==> src/rtl/dbi_pkg.sv <==
// Shared register offsets for the debounced interrupt bank.
// Assumes byte addressing with 32-bit aligned registers.
package dbi_pkg;
    localparam int OFS_DATA  = 'h00;
    localparam int OFS_RDEN  = 'h04;
    localparam int OFS_POL   = 'h14;
    localparam int OFS_IEN   = 'h18;
    localparam int OFS_RAW   = 'h1C;
    localparam int OFS_MSK   = 'h20;
    localparam int OFS_CLR   = 'h24;
    localparam int OFS_TRIG  = 'h28;
    localparam int OFS_CTRL0 = 'h40;
    localparam int DW        = 32;
endpackage

==> src/rtl/dbi_sync.sv <==
// Two-flop resynchroniser for a vector of asynchronous inputs.
// Assumes each bit is independent; no grey coding across bits.
module dbi_sync #(
    parameter int W = 8
) (
    input  logic         clk,
    input  logic         rst_n,
    input  logic [W-1:0] d,
    output logic [W-1:0] q
);
    logic [W-1:0] stage1;

    // Shift the inputs through two flops, clearing both on reset.
    always_ff @(posedge clk) begin
        if (!rst_n) begin
            stage1 <= '0;
            q      <= '0;
        end else begin
            stage1 <= d;
            q      <= stage1;
        end
    end
endmodule

==> src/rtl/dbi_filter.sv <==
// Debounce filter for one channel: the output follows the input only
// after the input has differed from it for PERIOD consecutive ticks.
// Assumes din is already synchronous; a period of 0 is handled as 1.
module dbi_filter #(
    parameter int TIMW = 12
) (
    input  logic            clk,
    input  logic            rst_n,
    input  logic            din,
    input  logic            tick,
    input  logic [TIMW-1:0] period,
    output logic            filt
);
    logic [TIMW-1:0] cnt;
    logic [TIMW-1:0] eff_period;
    logic [TIMW:0]   cnt_inc;

    // Substitute 1 for a zero period and form the next count.
    always_comb begin
        eff_period = (period == '0) ? TIMW'(1) : period;
        cnt_inc    = {1'b0, cnt} + (TIMW+1)'(1);
    end

    // Count ticks while the input disagrees; accept at the period.
    always_ff @(posedge clk) begin
        if (!rst_n) begin
            cnt  <= '0;
            filt <= 1'b0;
        end else if (din == filt) begin
            cnt <= '0;
        end else if (tick) begin
            if (cnt_inc >= {1'b0, eff_period}) begin
                filt <= din;
                cnt  <= '0;
            end else begin
                cnt <= cnt_inc[TIMW-1:0];
            end
        end
    end
endmodule

==> src/rtl/dbi_event.sv <==
// Single-shot level event capture for all channels.
// A channel arms on a trigger bit, fires once when its level is active,
// then stays disarmed. Trigger wins over a same-cycle fire, and a new
// event wins over a same-cycle clear.
module dbi_event #(
    parameter int NCH = 8
) (
    input  logic           clk,
    input  logic           rst_n,
    input  logic [NCH-1:0] filt,
    input  logic [NCH-1:0] pol,
    input  logic [NCH-1:0] trig_vec,
    input  logic [NCH-1:0] clr_vec,
    output logic [NCH-1:0] raw,
    output logic [NCH-1:0] armed
);
    logic [NCH-1:0] fire;

    // A channel fires when it is armed and its level matches its polarity.
    always_comb begin
        fire = armed & ~(filt ^ pol);
    end

    // Update the arm flags and raw status from fire, trigger and clear.
    always_ff @(posedge clk) begin
        if (!rst_n) begin
            armed <= '0;
            raw   <= '0;
        end else begin
            armed <= (armed & ~fire) | trig_vec;
            raw   <= (raw & ~clr_vec) | fire;
        end
    end
endmodule

==> src/rtl/dbi_regs.sv <==
// Register file of the bank: read-enable, polarity, interrupt enable and
// per-channel control words, plus write pulses for clear and trigger, and
// the combinational read mux. Assumes single-cycle, zero-wait accesses.
module dbi_regs
    import dbi_pkg::*;
#(
    parameter int NCH  = 8,
    parameter int AW   = 8,
    parameter int TIMW = 12
) (
    input  logic                      clk,
    input  logic                      rst_n,
    input  logic                      bus_wr,
    input  logic [AW-1:0]             bus_addr,
    input  logic [DW-1:0]             bus_wdata,
    output logic [DW-1:0]             bus_rdata,
    input  logic [NCH-1:0]            filt,
    input  logic [NCH-1:0]            raw,
    output logic [NCH-1:0]            pol_q,
    output logic [NCH-1:0]            ien_q,
    output logic [NCH-1:0]            trig_vec,
    output logic [NCH-1:0]            clr_vec,
    output logic [NCH-1:0][TIMW-1:0]  period
);
    localparam logic [AW-1:0] A_DATA = AW'(OFS_DATA);
    localparam logic [AW-1:0] A_RDEN = AW'(OFS_RDEN);
    localparam logic [AW-1:0] A_POL  = AW'(OFS_POL);
    localparam logic [AW-1:0] A_IEN  = AW'(OFS_IEN);
    localparam logic [AW-1:0] A_RAW  = AW'(OFS_RAW);
    localparam logic [AW-1:0] A_MSK  = AW'(OFS_MSK);
    localparam logic [AW-1:0] A_CLR  = AW'(OFS_CLR);
    localparam logic [AW-1:0] A_TRIG = AW'(OFS_TRIG);

    logic [NCH-1:0]         rden_q;
    logic [DW-1:0]          ctrl_q [NCH];
    logic [NCH-1:0]         ctrl_hit;

    // Decode one write-select line per control word.
    always_comb begin
        for (int i = 0; i < NCH; i++) begin
            ctrl_hit[i] = (bus_addr == AW'(OFS_CTRL0 + 4*i));
        end
    end

    // Form one-cycle clear and trigger pulses from bus writes.
    always_comb begin
        trig_vec = (bus_wr && bus_addr == A_TRIG) ? bus_wdata[NCH-1:0] : '0;
        clr_vec  = (bus_wr && bus_addr == A_CLR)  ? bus_wdata[NCH-1:0] : '0;
    end

    // Hold the per-bank configuration bit vectors.
    always_ff @(posedge clk) begin
        if (!rst_n) begin
            rden_q <= '0;
            pol_q  <= '0;
            ien_q  <= '0;
        end else if (bus_wr) begin
            if (bus_addr == A_RDEN) rden_q <= bus_wdata[NCH-1:0];
            if (bus_addr == A_POL)  pol_q  <= bus_wdata[NCH-1:0];
            if (bus_addr == A_IEN)  ien_q  <= bus_wdata[NCH-1:0];
        end
    end

    genvar g;
    generate
        for (g = 0; g < NCH; g++) begin : g_ctrl
            // Hold one full control word per channel.
            always_ff @(posedge clk) begin
                if (!rst_n) begin
                    ctrl_q[g] <= '0;
                end else if (bus_wr && ctrl_hit[g]) begin
                    ctrl_q[g] <= bus_wdata;
                end
            end
            assign period[g] = ctrl_q[g][TIMW-1:0];
        end
    endgenerate

    // Select read data for the current address.
    always_comb begin
        bus_rdata = '0;
        case (bus_addr)
            A_DATA:  bus_rdata[NCH-1:0] = filt & rden_q;
            A_RDEN:  bus_rdata[NCH-1:0] = rden_q;
            A_POL:   bus_rdata[NCH-1:0] = pol_q;
            A_IEN:   bus_rdata[NCH-1:0] = ien_q;
            A_RAW:   bus_rdata[NCH-1:0] = raw;
            A_MSK:   bus_rdata[NCH-1:0] = raw & ien_q;
            default: bus_rdata = '0;
        endcase
        for (int i = 0; i < NCH; i++) begin
            if (ctrl_hit[i]) bus_rdata = ctrl_q[i];
        end
    end
endmodule

==> src/rtl/dbnc_irq_bank.sv <==
// Top of the debounced input interrupt bank: synchroniser, one debounce
// filter per channel, single-shot event capture and register file.
// Assumes ms_tick is a one-cycle pulse in the clk domain.
module dbnc_irq_bank #(
    parameter int NCH  = 8,
    parameter int AW   = 8,
    parameter int TIMW = 12
) (
    input  logic           clk,
    input  logic           rst_n,
    input  logic [NCH-1:0] pin_in,
    input  logic           ms_tick,
    input  logic           bus_rd,
    input  logic           bus_wr,
    input  logic [AW-1:0]  bus_addr,
    input  logic [31:0]    bus_wdata,
    output logic [31:0]    bus_rdata,
    output logic           irq_out
);
    logic [NCH-1:0]           sync_w;
    logic [NCH-1:0]           filt_w;
    logic [NCH-1:0]           raw_w;
    logic [NCH-1:0]           armed_w;
    logic [NCH-1:0]           pol_w;
    logic [NCH-1:0]           ie_w;
    logic [NCH-1:0]           trig_w;
    logic [NCH-1:0]           clr_w;
    logic [NCH-1:0][TIMW-1:0] period_w;
    logic                     rd_unused;

    // Read strobe is accepted but the read path needs no side effect.
    assign rd_unused = bus_rd;

    dbi_sync #(.W(NCH)) u_sync (
        .clk   (clk),
        .rst_n (rst_n),
        .d     (pin_in),
        .q     (sync_w)
    );

    genvar g;
    generate
        for (g = 0; g < NCH; g++) begin : g_flt
            dbi_filter #(.TIMW(TIMW)) u_flt (
                .clk    (clk),
                .rst_n  (rst_n),
                .din    (sync_w[g]),
                .tick   (ms_tick),
                .period (period_w[g]),
                .filt   (filt_w[g])
            );
        end
    endgenerate

    dbi_event #(.NCH(NCH)) u_evt (
        .clk      (clk),
        .rst_n    (rst_n),
        .filt     (filt_w),
        .pol      (pol_w),
        .trig_vec (trig_w),
        .clr_vec  (clr_w),
        .raw      (raw_w),
        .armed    (armed_w)
    );

    dbi_regs #(.NCH(NCH), .AW(AW), .TIMW(TIMW)) u_regs (
        .clk       (clk),
        .rst_n     (rst_n),
        .bus_wr    (bus_wr),
        .bus_addr  (bus_addr),
        .bus_wdata (bus_wdata),
        .bus_rdata (bus_rdata),
        .filt      (filt_w),
        .raw       (raw_w),
        .pol_q     (pol_w),
        .ien_q     (ie_w),
        .trig_vec  (trig_w),
        .clr_vec   (clr_w),
        .period    (period_w)
    );

    // Combine every enabled raw status bit into the interrupt line.
    always_comb begin
        irq_out = |(raw_w & ie_w);
    end
endmodule

==> config.mk <==
export PLATFORM = sky130hd
export DESIGN_NAME = dbnc_irq_bank
export DESIGN_NICKNAME = d
export VERILOG_FILES = /design/src/rtl/dbi_pkg.sv /design/src/rtl/dbi_sync.sv /design/src/rtl/dbi_filter.sv /design/src/rtl/dbi_event.sv /design/src/rtl/dbi_regs.sv /design/src/rtl/dbnc_irq_bank.sv
export SDC_FILE = /design/constraint.sdc
export NUM_CORES = 1
export LEC_CHECK = 0
export ABC_AREA = 1
export BUFFER_PORTS_ARGS = -buffer_cell sky130_fd_sc_hd__buf_4
export CORE_ASPECT_RATIO = 1.75
export CORE_MARGIN = 2
export CORE_UTILIZATION = 38
export CTS_CLUSTER_SIZE = 14
export DETAILED_ROUTE_END_ITERATION = 8
export SETUP_SLACK_MARGIN = 0.1
export SYNTH_ARGS = -nofsm -noshare
export SYNTH_HDL_FRONTEND = slang
export SYNTH_SLANG_ARGS = --single-unit
==> constraint.sdc <==
create_clock -name clk -period 5.8 [get_ports clk]
set_clock_uncertainty 0.2 [all_clocks]
set_input_delay 0 -clock clk [delete_from_list [all_inputs] [get_ports clk]]
set_output_delay 0 -clock clk [all_outputs]
set_load 0.005 [all_outputs]
==> results of run 1 <==
-- worst reg2reg max path, delay by kind of cell (launching register included) --
kind,cells,cell delay (ps)
AND/OR/NAND/NOR,8,1710
adder cells (fa/ha/maj),2,550
flip-flops,1,400
AO/OA/AOI/OAI,2,250
XOR/XNOR,1,230
buffers and inverters,1,80
-- synthesized netlist by cell type, types with 2 or more instances --
library cell and instances:
sky130_fd_sc_hd__a221oi_1 10, sky130_fd_sc_hd__nor4_1 2, sky130_fd_sc_hd__buf_2 45, sky130_fd_sc_hd__o2111ai_1 2, sky130_fd_sc_hd__clkbuf_1 57, sky130_fd_sc_hd__a41o_1 5, sky130_fd_sc_hd__o22ai_1 2, sky130_fd_sc_hd__nand3_1 133
sky130_fd_sc_hd__xor2_1 54, sky130_fd_sc_hd__inv_1 336, sky130_fd_sc_hd__nand3_2 4, sky130_fd_sc_hd__nand2_2 4, sky130_fd_sc_hd__xnor2_1 20, sky130_fd_sc_hd__edfxtp_1 256, sky130_fd_sc_hd__a21oi_1 231, sky130_fd_sc_hd__nor2_2 11
sky130_fd_sc_hd__nor2_4 4, sky130_fd_sc_hd__o41ai_1 3, sky130_fd_sc_hd__nor2_1 441, sky130_fd_sc_hd__nand3b_1 10, sky130_fd_sc_hd__nor3_4 4, sky130_fd_sc_hd__buf_4 17, sky130_fd_sc_hd__nand4_1 167, sky130_fd_sc_hd__nand2_1 549
sky130_fd_sc_hd__dfxtp_1 160, sky130_fd_sc_hd__o21a_1 6, sky130_fd_sc_hd__buf_1 4, sky130_fd_sc_hd__o21ai_0 74, sky130_fd_sc_hd__or2_2 16, sky130_fd_sc_hd__buf_6 5, sky130_fd_sc_hd__nor3_1 25, sky130_fd_sc_hd__nand2_4 3
sky130_fd_sc_hd__o211ai_1 11, sky130_fd_sc_hd__inv_2 11, sky130_fd_sc_hd__a21oi_2 5, sky130_fd_sc_hd__ha_1 104, sky130_fd_sc_hd__o21ai_1 3, sky130_fd_sc_hd__nor3b_1 3
-- sequential cells by signal (all words and copies together) (netlist names) --
name and cells:
g_flt.u_flt.filt 8, u_regs.ien_q 8, u_sync.q 8, u_regs.ctrl_q 256
u_regs.rden_q 8, u_regs.pol_q 8, g_flt.u_flt.cnt 96, u_sync.stage1 8
u_evt.raw 8, u_evt.armed 8
-- metrics by stage --
stage	setup WS, ps	util [%]
CTS	2315	43.90
global placement	2388	40.61
finish	2315	43.90
floorplan	2187	-
detailed placement	2344	40.61
global route	1980	43.90
-- cell families after synthesis --
logic type | count (synthesis) | share of synthesized area [%]
flops | 416 | 47.76
xor+xnor | 74 | 2.842
compound gates | 356 | 8.554
simple gates | 1378 | 26.61
buf+inv | 476 | 8.532
fa+ha+maj | 104 | 5.706
-- worst paths after layout --
| path | endpoint | slack [ps] | cells past startpoint |
|---|---|---|---|
| worst max-delay path | g_flt[7].u_flt.filt$_SDFFE_PN0P_ | 2310 | 14 |
| worst min-delay path | u_sync.stage1[3]$_SDFF_PN0_ | 10 | 4 |
| worst max register to register | g_flt[7].u_flt.filt$_SDFFE_PN0P_ | 2310 | 14 |
| worst min register to register | u_sync.q[0]$_SDFF_PN0_ | 220 | 2 |
-- layout make-up --
class                           count  area [µm²]  share of cell area (%)
Sequential cell                   416       10890                   41.90
Clock buffer                       50        1090                   4.193
Timing Repair Buffer              174        1471                   5.661
Multi-Input combinational cell   1912       10050                   38.68
Clock inverter                     20       198.9                  0.7654
Tap cell                          780       975.9                   3.755
Inverter                          348        1310                   5.040
-- per-layer routing --
layer | up-vias | global-route usage (%) | wire [µm]
met5 | - | 0 | 0
li1 | 9515 | - | -
met4 | 0 | 13.04 | 4161
met2 | 561 | 42.26 | 36900
met3 | 177 | 2.532 | 2930
met1 | 9371 | 22.92 | 24900
-- power groups by stage --
stage          combinational [W]  clock, W  sequential [W]
2_1_floorplan           0.000192         0         0.00333
3_3_place_gp            0.000328         0         0.00333
3_5_place_dp            0.000336         0         0.00334
4_1_cts                 0.000368   0.00270         0.00327
5_1_grt                 0.000401   0.00279         0.00328
6_report                0.000369   0.00265         0.00327
-- repair_timing --
action | CTS | global route
resized for setup | 0 | 0
endpoints found under the hold margin | 330 | 0
hold buffers | 66 | 0
==> flow_summary_export.csv, run 1 <==
group,metric,value,unit
outcome,run_status,"completed",
synthesis,synth_sequential_area_ratio,47.76,%
worst_setup_path,cp-startpoint,"g_flt[7].u_flt.cnt[0]$_SDFFE_PP0P_",
job,cap_violations,0,
clock_network,h-tree-depth,2,
global_routing,first_global_vias,19900,
worst_setup_path,crit_required,6090,ps
worst_setup_path,crit-reg2reg-launch,"g_flt[7].u_flt.cnt[0]$_SDFFE_PP0P_",
clock_network,clk_pin_slew_worst_paths,70,ps
placed_design,gpl.final_weighted_congestion,0.9034,
floorplan,floorplan.rows,118,
routing,detail_route.drc_violations,0,
synthesis,synthesis.area,0.02280,mm²
synthesis,synth_enable_flop_cells,256,
finish,insertedDiodeCount,0,
pwr,share_of_total_power_in_sequential_cells,52.0,%
clock_network,clock_path_buffers,3,
sta,report.final.setup_viol,0,
pwr,internal_power,0.004848,W
synthesis,postSynthNetCount,2961,
pwr,power.static_leakage,10.69,nW
worst_setup_path,setup.worst_path.class,"reg -> reg",
hold_path,timing.hold.worst.start,"pin_in[3]",
routing,num_vias,19624,
pwr,post-layout-total-power,0.006294,W
sta,slew_viol_final,0,
synthesis,synth.lib_cells_used.distinct,45,
floorplan,core_area,0.05920,mm²
sta,relSlewSlack,22.30,%
pwr,switchingPower,0.001446,W
sta,hold_slack,9.926,ps
synthesis,synth.top_cell.area_share,33.71,%
floorplan,effective_utilization_at_floorplan,38.52,%
pwr,power.ir.vdd_worst,0.2499,mV
global_routing,wire_length_of_the_first_global_routing_pass,107.4,mm
placed_design,numPlacedInstances,3564,
finish,stdcell_area,0.02599,mm²
finish,area_delta_synth_final,13.97,%
worst_setup_path,critPathSlowestCell,"sky130_fd_sc_hd__nor2_2",
pwr,power.share.clock,42.1,%
worst_setup_path,max_stage_delay,420,ps
worst_setup_path,critical_path_arrival,3780,ps
finish,instances_no_fill,3700,
global_routing,largest_net_degree_at_the_start_of_global_routing,106,
synthesis,netlist_instances,2804,
global_routing,overflow,0,
routing,drt_iter0_drc,1305,
sta,max_slew.worst_pin.slew,1164,ps
worst_setup_path,critical-path-top-delay-family,"simple AND/OR/NAND/NOR gates",
worst_setup_path,critical_path.most_common_cell,"sky130_fd_sc_hd__nand3_1",
sta,totalNegativeSetupSlack,0,ps
sta,fin_crit_sh,60.09,%
routing,post_drt_via_cell_ratio,5.304,
finish,final_cell_mix,"sky130_fd_sc_hd__nand2_1 (549), sky130_fd_sc_hd__nor2_1 (441), sky130_fd_sc_hd__inv_1 (336)",
pwr,power.switching_fraction,22.98,%
worst_setup_path,cp_cell_sequence,"ha_1, nand3_1, nor3_1, nand3_1, xor2_1, inv_1, ha_1, a21oi_1, o211ai_1, nor2_2, nand3_1, nand3_1, nand2_1, nor2_1",
clock_network,clock_net_sink_count,416,
synthesis,seq_cells_post_synth,416,
clock_network,cts-buffers-inserted,40,
placed_design,place_area,0.02404,mm²
synthesis,async_reset_ff_share,0,%
clock_network,clock-root-buffer,"sky130_fd_sc_hd__clkbuf_16",
finish,final_common_cell,"sky130_fd_sc_hd__nand2_1",
clock_network,cts.repair_timing.setup_buffer_count,0,
worst_setup_path,critPathLaunchType,"flip-flop",
synthesis,ys.warnings.count,0,
sta,timing.fmax,286.9,MHz
placed_design,numPortBuffers,84,
routing,drt_pre_antenna_iters,5,
pwr,powerDensity,242.2,mW/mm²
clock_network,worst_skew_pair.late_latency,550,ps
clock_network,clock_tree_from_tritoncts,"yes",
routing,postRouteAntennaNets,0,
global_routing,grt_usage,22.11,%
synthesis,synth_top_cell_by_area,"sky130_fd_sc_hd__edfxtp_1",
placed_design,detailedPlacementHpwl,48.22,mm
finish,fill_cells,5790,
global_routing,antenna_found_initial,0,
sta,final_period_minus_worst_setup_slack,3485,ps
sta,hold_viol,0,
finish,final_layout_size_suffix_gt1_share,8.185,%
synthesis,synthFlopType,"sky130_fd_sc_hd__edfxtp_1",
worst_setup_path,worst-path-buf-inv,1,
worst_setup_path,end_kind,"flip-flop",
floorplan,design.die.area,0.06206,mm²
hold_path,hold_class,"in -> reg",
floorplan,io_pins,86,
floorplan,fp.dieH,328.1,µm
floorplan,die_x,189.2,µm
sta,rsz0062_at_grt,"false",
routing,wl_per_cell,18.62,µm
pwr,share_comb_of_total_power,5.9,%
synthesis,synth_area_per_cell,8.133,µm²
worst_setup_path,worst-path-max-fanout,12,
synthesis,yosys-top-cells-area,"sky130_fd_sc_hd__edfxtp_1 (34%), sky130_fd_sc_hd__dfxtp_1 (14%), sky130_fd_sc_hd__nand2_1 (9.0%)",
routing,finalWirelength,68.90,mm
finish,final_net_count,3049,
Power figures use the tool's default switching activity.
==> run 2, diff against run 1 <==
Clock period 5.8 ns to 3.4 ns, I/O delays scaled along.
==> run 2 against run 1 <==
Net effect:
- sequential cell count unchanged
- sequential share of layout area down 0.65 points
- cell count up 1.6%
- sequential power up 71%
- global-route usage up 0.46 points
- register-to-register slack worse by 2000 ps
- core utilization up 0.69 points
- setup slack worse by 2000 ps
- first-iteration DRC count up 5.2%
- via count up 1.1%
- clock power up 68%
- critical path depth unchanged
==> flow_summary_export.csv, run 2 (synthesized netlist as in run 1, its figures left out) <==
group,metric,value,unit
worst_setup_path,worst-path-max-fanout,22,
finish,final_cell_mix,"sky130_fd_sc_hd__nand2_1 (549), sky130_fd_sc_hd__nor2_1 (441), sky130_fd_sc_hd__inv_1 (336)",
floorplan,floorplan.rows,118,
finish,area_delta_synth_final,15.76,%
routing,num_vias,19833,
worst_setup_path,worst-r2r-cell-count,14,
worst_setup_path,critical_path.most_common_cell,"sky130_fd_sc_hd__nand2_1",
clock_network,h-tree-depth,2,
outcome,run_status,"completed",
worst_setup_path,crit_required,3200,ps
worst_setup_path,end_kind,"primary output",
clock_network,clock_net_sink_count,416,
worst_setup_path,worst_setup_path_endpoint,"bus_rdata[4]",
clock_network,worst_skew_pair.late_latency,570,ps
global_routing,overflow,0,
worst_setup_path,critical_path_arrival,2880,ps
global_routing,grt.met1_usage,23.59,%
finish,final_layout_size_suffix_gt1_share,9.836,%
clock_network,clock_tree_from_tritoncts,"yes",
worst_setup_path,cp-startpoint,"bus_addr[2]",
sta,fin_crit_sh,90.72,%
finish,instances_no_fill,3759,
finish,top_registers,"u_regs.ctrl_q x256, g_flt.u_flt.cnt x96",
global_routing,met3_grt_util,2.767,%
finish,final_net_count,3105,
worst_setup_path,ff2ff_setup_slack,340,ps
worst_setup_path,setup.worst_path.class,"in -> out",
placed_design,detailedPlacementHpwl,49.98,mm
sta,final_period_minus_worst_setup_slack,3085,ps
finish,number_of_flip_flops_under_the_largest_register_name,256,
floorplan,core_area,0.05920,mm²
placed_design,numPortBuffers,84,
sta,setup_ws,315.4,ps
worst_setup_path,max_stage_delay,580,ps
hold_path,hold_class,"in -> reg",
worst_setup_path,critPathLaunchType,"input pin",
global_routing,antenna_found_initial,0,
floorplan,effective_utilization_at_floorplan,38.52,%
routing,post_drt_via_cell_ratio,5.276,
finish,final_common_cell,"sky130_fd_sc_hd__nand2_1",
clock_network,clock-root-buffer,"sky130_fd_sc_hd__clkbuf_16",
sta,max_slew.worst_pin.slew,821.7,ps
finish,largest_register,"u_regs.ctrl_q",
sta,report.final.setup_viol,0,
routing,drt_iter0_drc,1373,
worst_setup_path,crit-reg2reg-launch,"g_flt[4].u_flt.cnt[0]$_SDFFE_PP0P_",
clock_network,clk_pin_slew_worst_paths,60,ps
floorplan,fp.dieH,328.1,µm
placed_design,numPlacedInstances,3609,
global_routing,grt_usage,22.57,%
routing,wl_per_cell,18.71,µm
clock_network,cts-buffers-inserted,40,
global_routing,first_global_vias,19888,
floorplan,die_x,189.2,µm
sta,slew_viol_final,0,
sta,timing.fmax,324.2,MHz
worst_setup_path,crit-reg2reg-capture,"g_flt[4].u_flt.filt$_SDFFE_PN0P_",
placed_design,dp_slack,312.1,ps
global_routing,wire_length_of_the_first_global_routing_pass,109.1,mm
routing,postRouteAntennaNets,0,
worst_setup_path,cp_cell_sequence,"dlygate4sd3_1, buf_4, nand2_4, nor2_4, nand2_2, clkinv_2, buf_4, nand2_1, nand4_1, nand2_1, nand3_1, nand2_1, nand2_1, buf_4",
sta,hold_viol,0,
floorplan,design.die.area,0.06206,mm²
worst_setup_path,critPathSlowestCell,"sky130_fd_sc_hd__dlygate4sd3_1",
finish,fill_cells,5745,
sta,rsz0062_at_grt,"false",
global_routing,largest_net_degree_at_the_start_of_global_routing,76,
job,cap_violations,0,
sta,relSlewSlack,45.16,%
global_routing,top_usage_layer,"met2",
pwr,power.ir.vdd_worst,0.4331,mV
global_routing,grt_use_met2,42.47,%
clock_network,clock_path_buffers,3,
placed_design,gpl.final_weighted_congestion,0.9174,
floorplan,io_pins,86,
routing,detail_route.drc_violations,0,
routing,finalWirelength,70.33,mm
finish,insertedDiodeCount,0,
pwr,powerDensity,404.0,mW/mm²
pwr,power.static_leakage,10.96,nW
routing,drt_pre_antenna_iters,5,
[run 2: changes by cell type in the layout (fill, tap and decap cells not counted), sizes merged]
| cell | before | now |
|---|---|---|
| buf | 108 | 161 |
| bufinv | 4 | 1 |
| clkinv | 13 | 19 |
| clkbuf | 50 | 51 |
| dlygate4sd3 | 66 | 69 |
| inv | 347 | 346 |
[run 2: worst min path at each step]
stage	endpoint	cells past startpoint	slack, ps	start
after floorplan	u_sync.stage1[0]$_SDFF_PN0_	2	-100	pin_in[0]
final	u_sync.stage1[1]$_SDFF_PN0_	4	30	pin_in[1]
after global routing	u_sync.stage1[1]$_SDFF_PN0_	4	20	pin_in[1]
after global placement	u_sync.stage1[0]$_SDFF_PN0_	3	-20	pin_in[0]
after CTS	u_sync.stage1[1]$_SDFF_PN0_	4	4	pin_in[1]
after detailed placement	u_sync.stage1[0]$_SDFF_PN0_	3	-10	pin_in[0]
[run 2: worst max-delay path, delay by kind of cell]
family | cells | cell delay, ps
buffers and inverters | 5 | 1630
AND/OR/NAND/NOR | 9 | 1230
[run 2: where the power goes]
| group | leakage [nW] | internal, W | total [W] | switching, W |
|---|---|---|---|---|
| Clock | 0.613 | 0.00241 | 0.00444 | 0.00203 |
| Sequential | 3.72 | 0.00551 | 0.00558 | 0.0000710 |
| Combinational | 6.62 | 0.000198 | 0.000643 | 0.000446 |
| Total | 11.0 | 0.00811 | 0.0107 | 0.00255 |
[run 2: timing repair]
item                                   in CTS  in global routing
hold buffers                               69                  0
gates resized for setup                     0                  4
setup buffers                               0                  8
setup endpoints to repair                   0                  7
endpoints found under the hold margin     367                  0
[run 2: routing by layer]
layer,routed length [µm],vias up
met3,3263,187
li1,-,9613
met2,37060,601
met1,25450,9432
met4,4557,0
met5,0,-
[run 2: cell type report]
type	instances	area, µm²	area share [%]
Clock buffer	51	1116	4.228
Clock inverter	22	142.6	0.5403
Inverter	348	1314	4.977
Multi-Input combinational cell	1912	10050	38.06
Sequential cell	416	10890	41.25
Tap cell	780	975.9	3.697
Timing Repair Buffer	230	1912	7.242
[run 2: through the flow]
stage               util, %  cell area (µm²)  power, W  TNS [ps]  hold slack [ps]
floorplan                 -            22800  0.005997     -2921           -102.4
global placement      41.17            24380  0.006259         0           -18.24
detailed placement    41.17            24380  0.006278         0           -11.40
CTS                   44.47            26330   0.01074         0            4.068
global route          44.59            26400   0.01096         0            22.93
finish                44.59            26400   0.01066         0            32.66
==> run 3, diff against run 2 <==
Settings changed: CTS_BUF_LIST set to sky130_fd_sc_hd__clkbuf_4 sky130_fd_sc_hd__clkbuf_8.
==> run 3 against run 2 <==
Net effect:
- hold slack better by 14 ps
- non-clock buffer count rose by 13
- die area stayed put
- register-to-register slack hardly changed
- maximum frequency is 1.2% lower
- via count is 1.2% higher
- sequential share of layout area is 0.49 points lower
- wire length increased by 0.83%
- setup slack worse by 37 ps
- cell area increased by 1.2%
- sequential power about the same
- critical path type unchanged
==> flow_summary_export.csv, run 3 (synthesized netlist as in run 1, its figures left out) <==
group,metric,value,unit
outcome,run_status,"completed",
floorplan,floorplan.rows,118,
finish,largest_register,"u_regs.ctrl_q",
sta,max_slew.worst_pin.slew,816.5,ps
clock_network,clock_path_buffers,3,
placed_design,detailedPlacementHpwl,49.98,mm
sta,setup_ws,278.4,ps
pwr,post-layout-total-power,0.01104,W
clock_network,clk_pin_slew_worst_paths,60,ps
clock_network,clock_net_sink_count,416,
worst_setup_path,cp-startpoint,"bus_addr[0]",
sta,slew_viol_final,0,
finish,final_layout_size_suffix_gt1_share,11.06,%
floorplan,design.die.area,0.06206,mm²
pwr,powerDensity,413.3,mW/mm²
clock_network,h-tree-depth,3,
finish,final_common_cell,"sky130_fd_sc_hd__nand2_1",
floorplan,die_x,189.2,µm
floorplan,effective_utilization_at_floorplan,38.52,%
finish,final_cell_mix,"sky130_fd_sc_hd__nand2_1 (549), sky130_fd_sc_hd__nor2_1 (441), sky130_fd_sc_hd__inv_1 (336)",
clock_network,clock_tree_from_tritoncts,"yes",
sta,hold_viol,0,
worst_setup_path,max_stage_delay,540,ps
worst_setup_path,crit_required,3200,ps
global_routing,first_global_vias,20311,
floorplan,fp.dieH,328.1,µm
global_routing,overflow,0,
finish,fill_cells,5735,
global_routing,antenna_found_initial,1,
global_routing,largest_net_degree_at_the_start_of_global_routing,76,
floorplan,core_area,0.05920,mm²
worst_setup_path,critical_path.most_common_cell,"sky130_fd_sc_hd__nand2_1",
sta,hold_slack,46.43,ps
pwr,switchingPower,0.002648,W
worst_setup_path,ff2ff_setup_slack,330,ps
finish,final_net_count,3144,
routing,detail_route.drc_violations,0,
worst_setup_path,worst-path-max-fanout,22,
worst_setup_path,setup.worst_path.class,"in -> out",
pwr,share_comb_of_total_power,5.9,%
clock_network,clock-root-buffer,"sky130_fd_sc_hd__clkbuf_8",
sta,timing.fmax,320.3,MHz
pwr,internal_power,0.008392,W
finish,area_delta_synth_final,17.15,%
finish,number_of_flip_flops_under_the_largest_register_name,256,
sta,rsz0062_at_grt,"false",
placed_design,numPortBuffers,84,
worst_setup_path,worst-r2r-cell-count,14,
worst_setup_path,cp_cell_sequence,"dlygate4sd3_1, buf_4, inv_1, nand2_4, nor2_4, nand2_2, clkinv_2, buf_4, nand2_1, nand4_1, nand2_1, nand3_1, nand2_1, nand2_1, buf_4",
sta,relSlewSlack,45.51,%
clock_network,cts-buffers-inserted,66,
placed_design,gpl.final_weighted_congestion,0.9174,
finish,area_of_combinational_cells_with_multiple_inputs,0.01005,mm²
routing,drt_pre_antenna_iters,5,
routing,wl_per_cell,18.57,µm
routing,num_vias,20070,
hold_path,hold_class,"in -> reg",
global_routing,wire_length_of_the_first_global_routing_pass,109.8,mm
sta,fin_crit_sh,91.81,%
pwr,power.switching_fraction,23.98,%
worst_setup_path,critPathLaunchType,"input pin",
placed_design,dp_slack,312.1,ps
finish,instances_no_fill,3819,
hold_path,timing.hold.worst.start,"bus_addr[1]",
worst_setup_path,critPathSlowestCell,"sky130_fd_sc_hd__dlygate4sd3_1",
worst_setup_path,crit-reg2reg-launch,"g_flt[4].u_flt.cnt[0]$_SDFFE_PP0P_",
sta,report.final.setup_viol,0,
routing,post_drt_via_cell_ratio,5.255,
job,cap_violations,0,
pwr,share_of_total_power_in_sequential_cells,50.6,%
routing,finalWirelength,70.91,mm
routing,postRouteAntennaNets,0,
finish,register_area,0.01089,mm²
hold_path,worstHoldPathCells,6,
hold_path,holdPathEnd,"u_regs.ctrl_q[0][117]$_SDFFCE_PN0P_",
clock_network,worst_skew_pair.late_latency,660,ps
worst_setup_path,crit-reg2reg-capture,"g_flt[4].u_flt.filt$_SDFFE_PN0P_",
global_routing,grt_usage,22.85,%
sta,final_period_minus_worst_setup_slack,3122,ps
pwr,power.static_leakage,11.14,nW
worst_setup_path,end_kind,"primary output",
floorplan,io_pins,86,
pwr,power.share.clock,43.5,%
pwr,power.ir.vdd_worst,0.3834,mV
finish,top_registers,"u_regs.ctrl_q x256, g_flt.u_flt.cnt x96",
worst_setup_path,critical_path_arrival,2920,ps
routing,drt_iter0_drc,1287,
placed_design,numPlacedInstances,3609,
[run 3: repair_timing]
action,in CTS,in global routing
hold buffers,82,0
setup buffers,0,8
gates resized for setup,0,4
endpoints found under the hold margin,414,0
setup endpoints to repair,0,8
[run 3: worst max-delay path by stage]
stage / depth (start not counted) / end / slack, ps
6_report: 15 / bus_rdata[4] / 280
3_3_place_gp: 15 / g_flt[0].u_flt.filt$_SDFFE_PN0P_ / 290
5_1_grt: 14 / g_flt[4].u_flt.filt$_SDFFE_PN0P_ / 80
2_1_floorplan: 5 / u_regs.ctrl_q[0][64]$_SDFFCE_PN0P_ / -50
4_1_cts: 15 / bus_rdata[4] / 210
3_5_place_dp: 15 / g_flt[0].u_flt.filt$_SDFFE_PN0P_ / 310
[run 3: power by group through the flow]
stage	clock network, W	registers (W)	logic (W)
5_1_grt	0.00507	0.00560	0.000710
3_5_place_dp	0	0.00569	0.000588
6_report	0.00480	0.00558	0.000654
4_1_cts	0.00490	0.00558	0.000654
3_3_place_gp	0	0.00568	0.000576
2_1_floorplan	0	0.00567	0.000327
[run 3: final cells by class]
| type | instances | area share (%) |
|---|---|---|
| flip-flops and latches | 416 | 40.77 |
| diodes | 1 | 0.009367 |
| multi-input cells | 1912 | 37.61 |
| clock buffers | 87 | 4.154 |
| well taps | 780 | 3.653 |
| inverters | 348 | 4.918 |
| clock inverters | 32 | 1.246 |
| repair buffers | 243 | 7.644 |
[run 3: per-stage QoR]
step,util (%),setup TNS (ps),cell area (µm²)
final,45.12,0,26710
after global routing,45.12,0,26710
after CTS,45.00,0,26640
after detailed placement,41.17,0,24380
after global placement,41.17,0,24380
after floorplan,-,-2921,22800
[run 3: routing by layer]
layer	track usage, %	vias to the layer above	share of wire, %	wire, µm
met4	15.93	0	7.0	4938
met2	42.29	616	52	37050
li1	-	9696	-	-
met5	0	-	0	0
met3	3.323	224	4.9	3445
met1	23.44	9534	36	25470
[run 3: worst max-delay path, delay by kind of cell]
kind                   cells  cell delay, ps
and+or+nand+nor            9            1320
buffers and inverters      6            1570
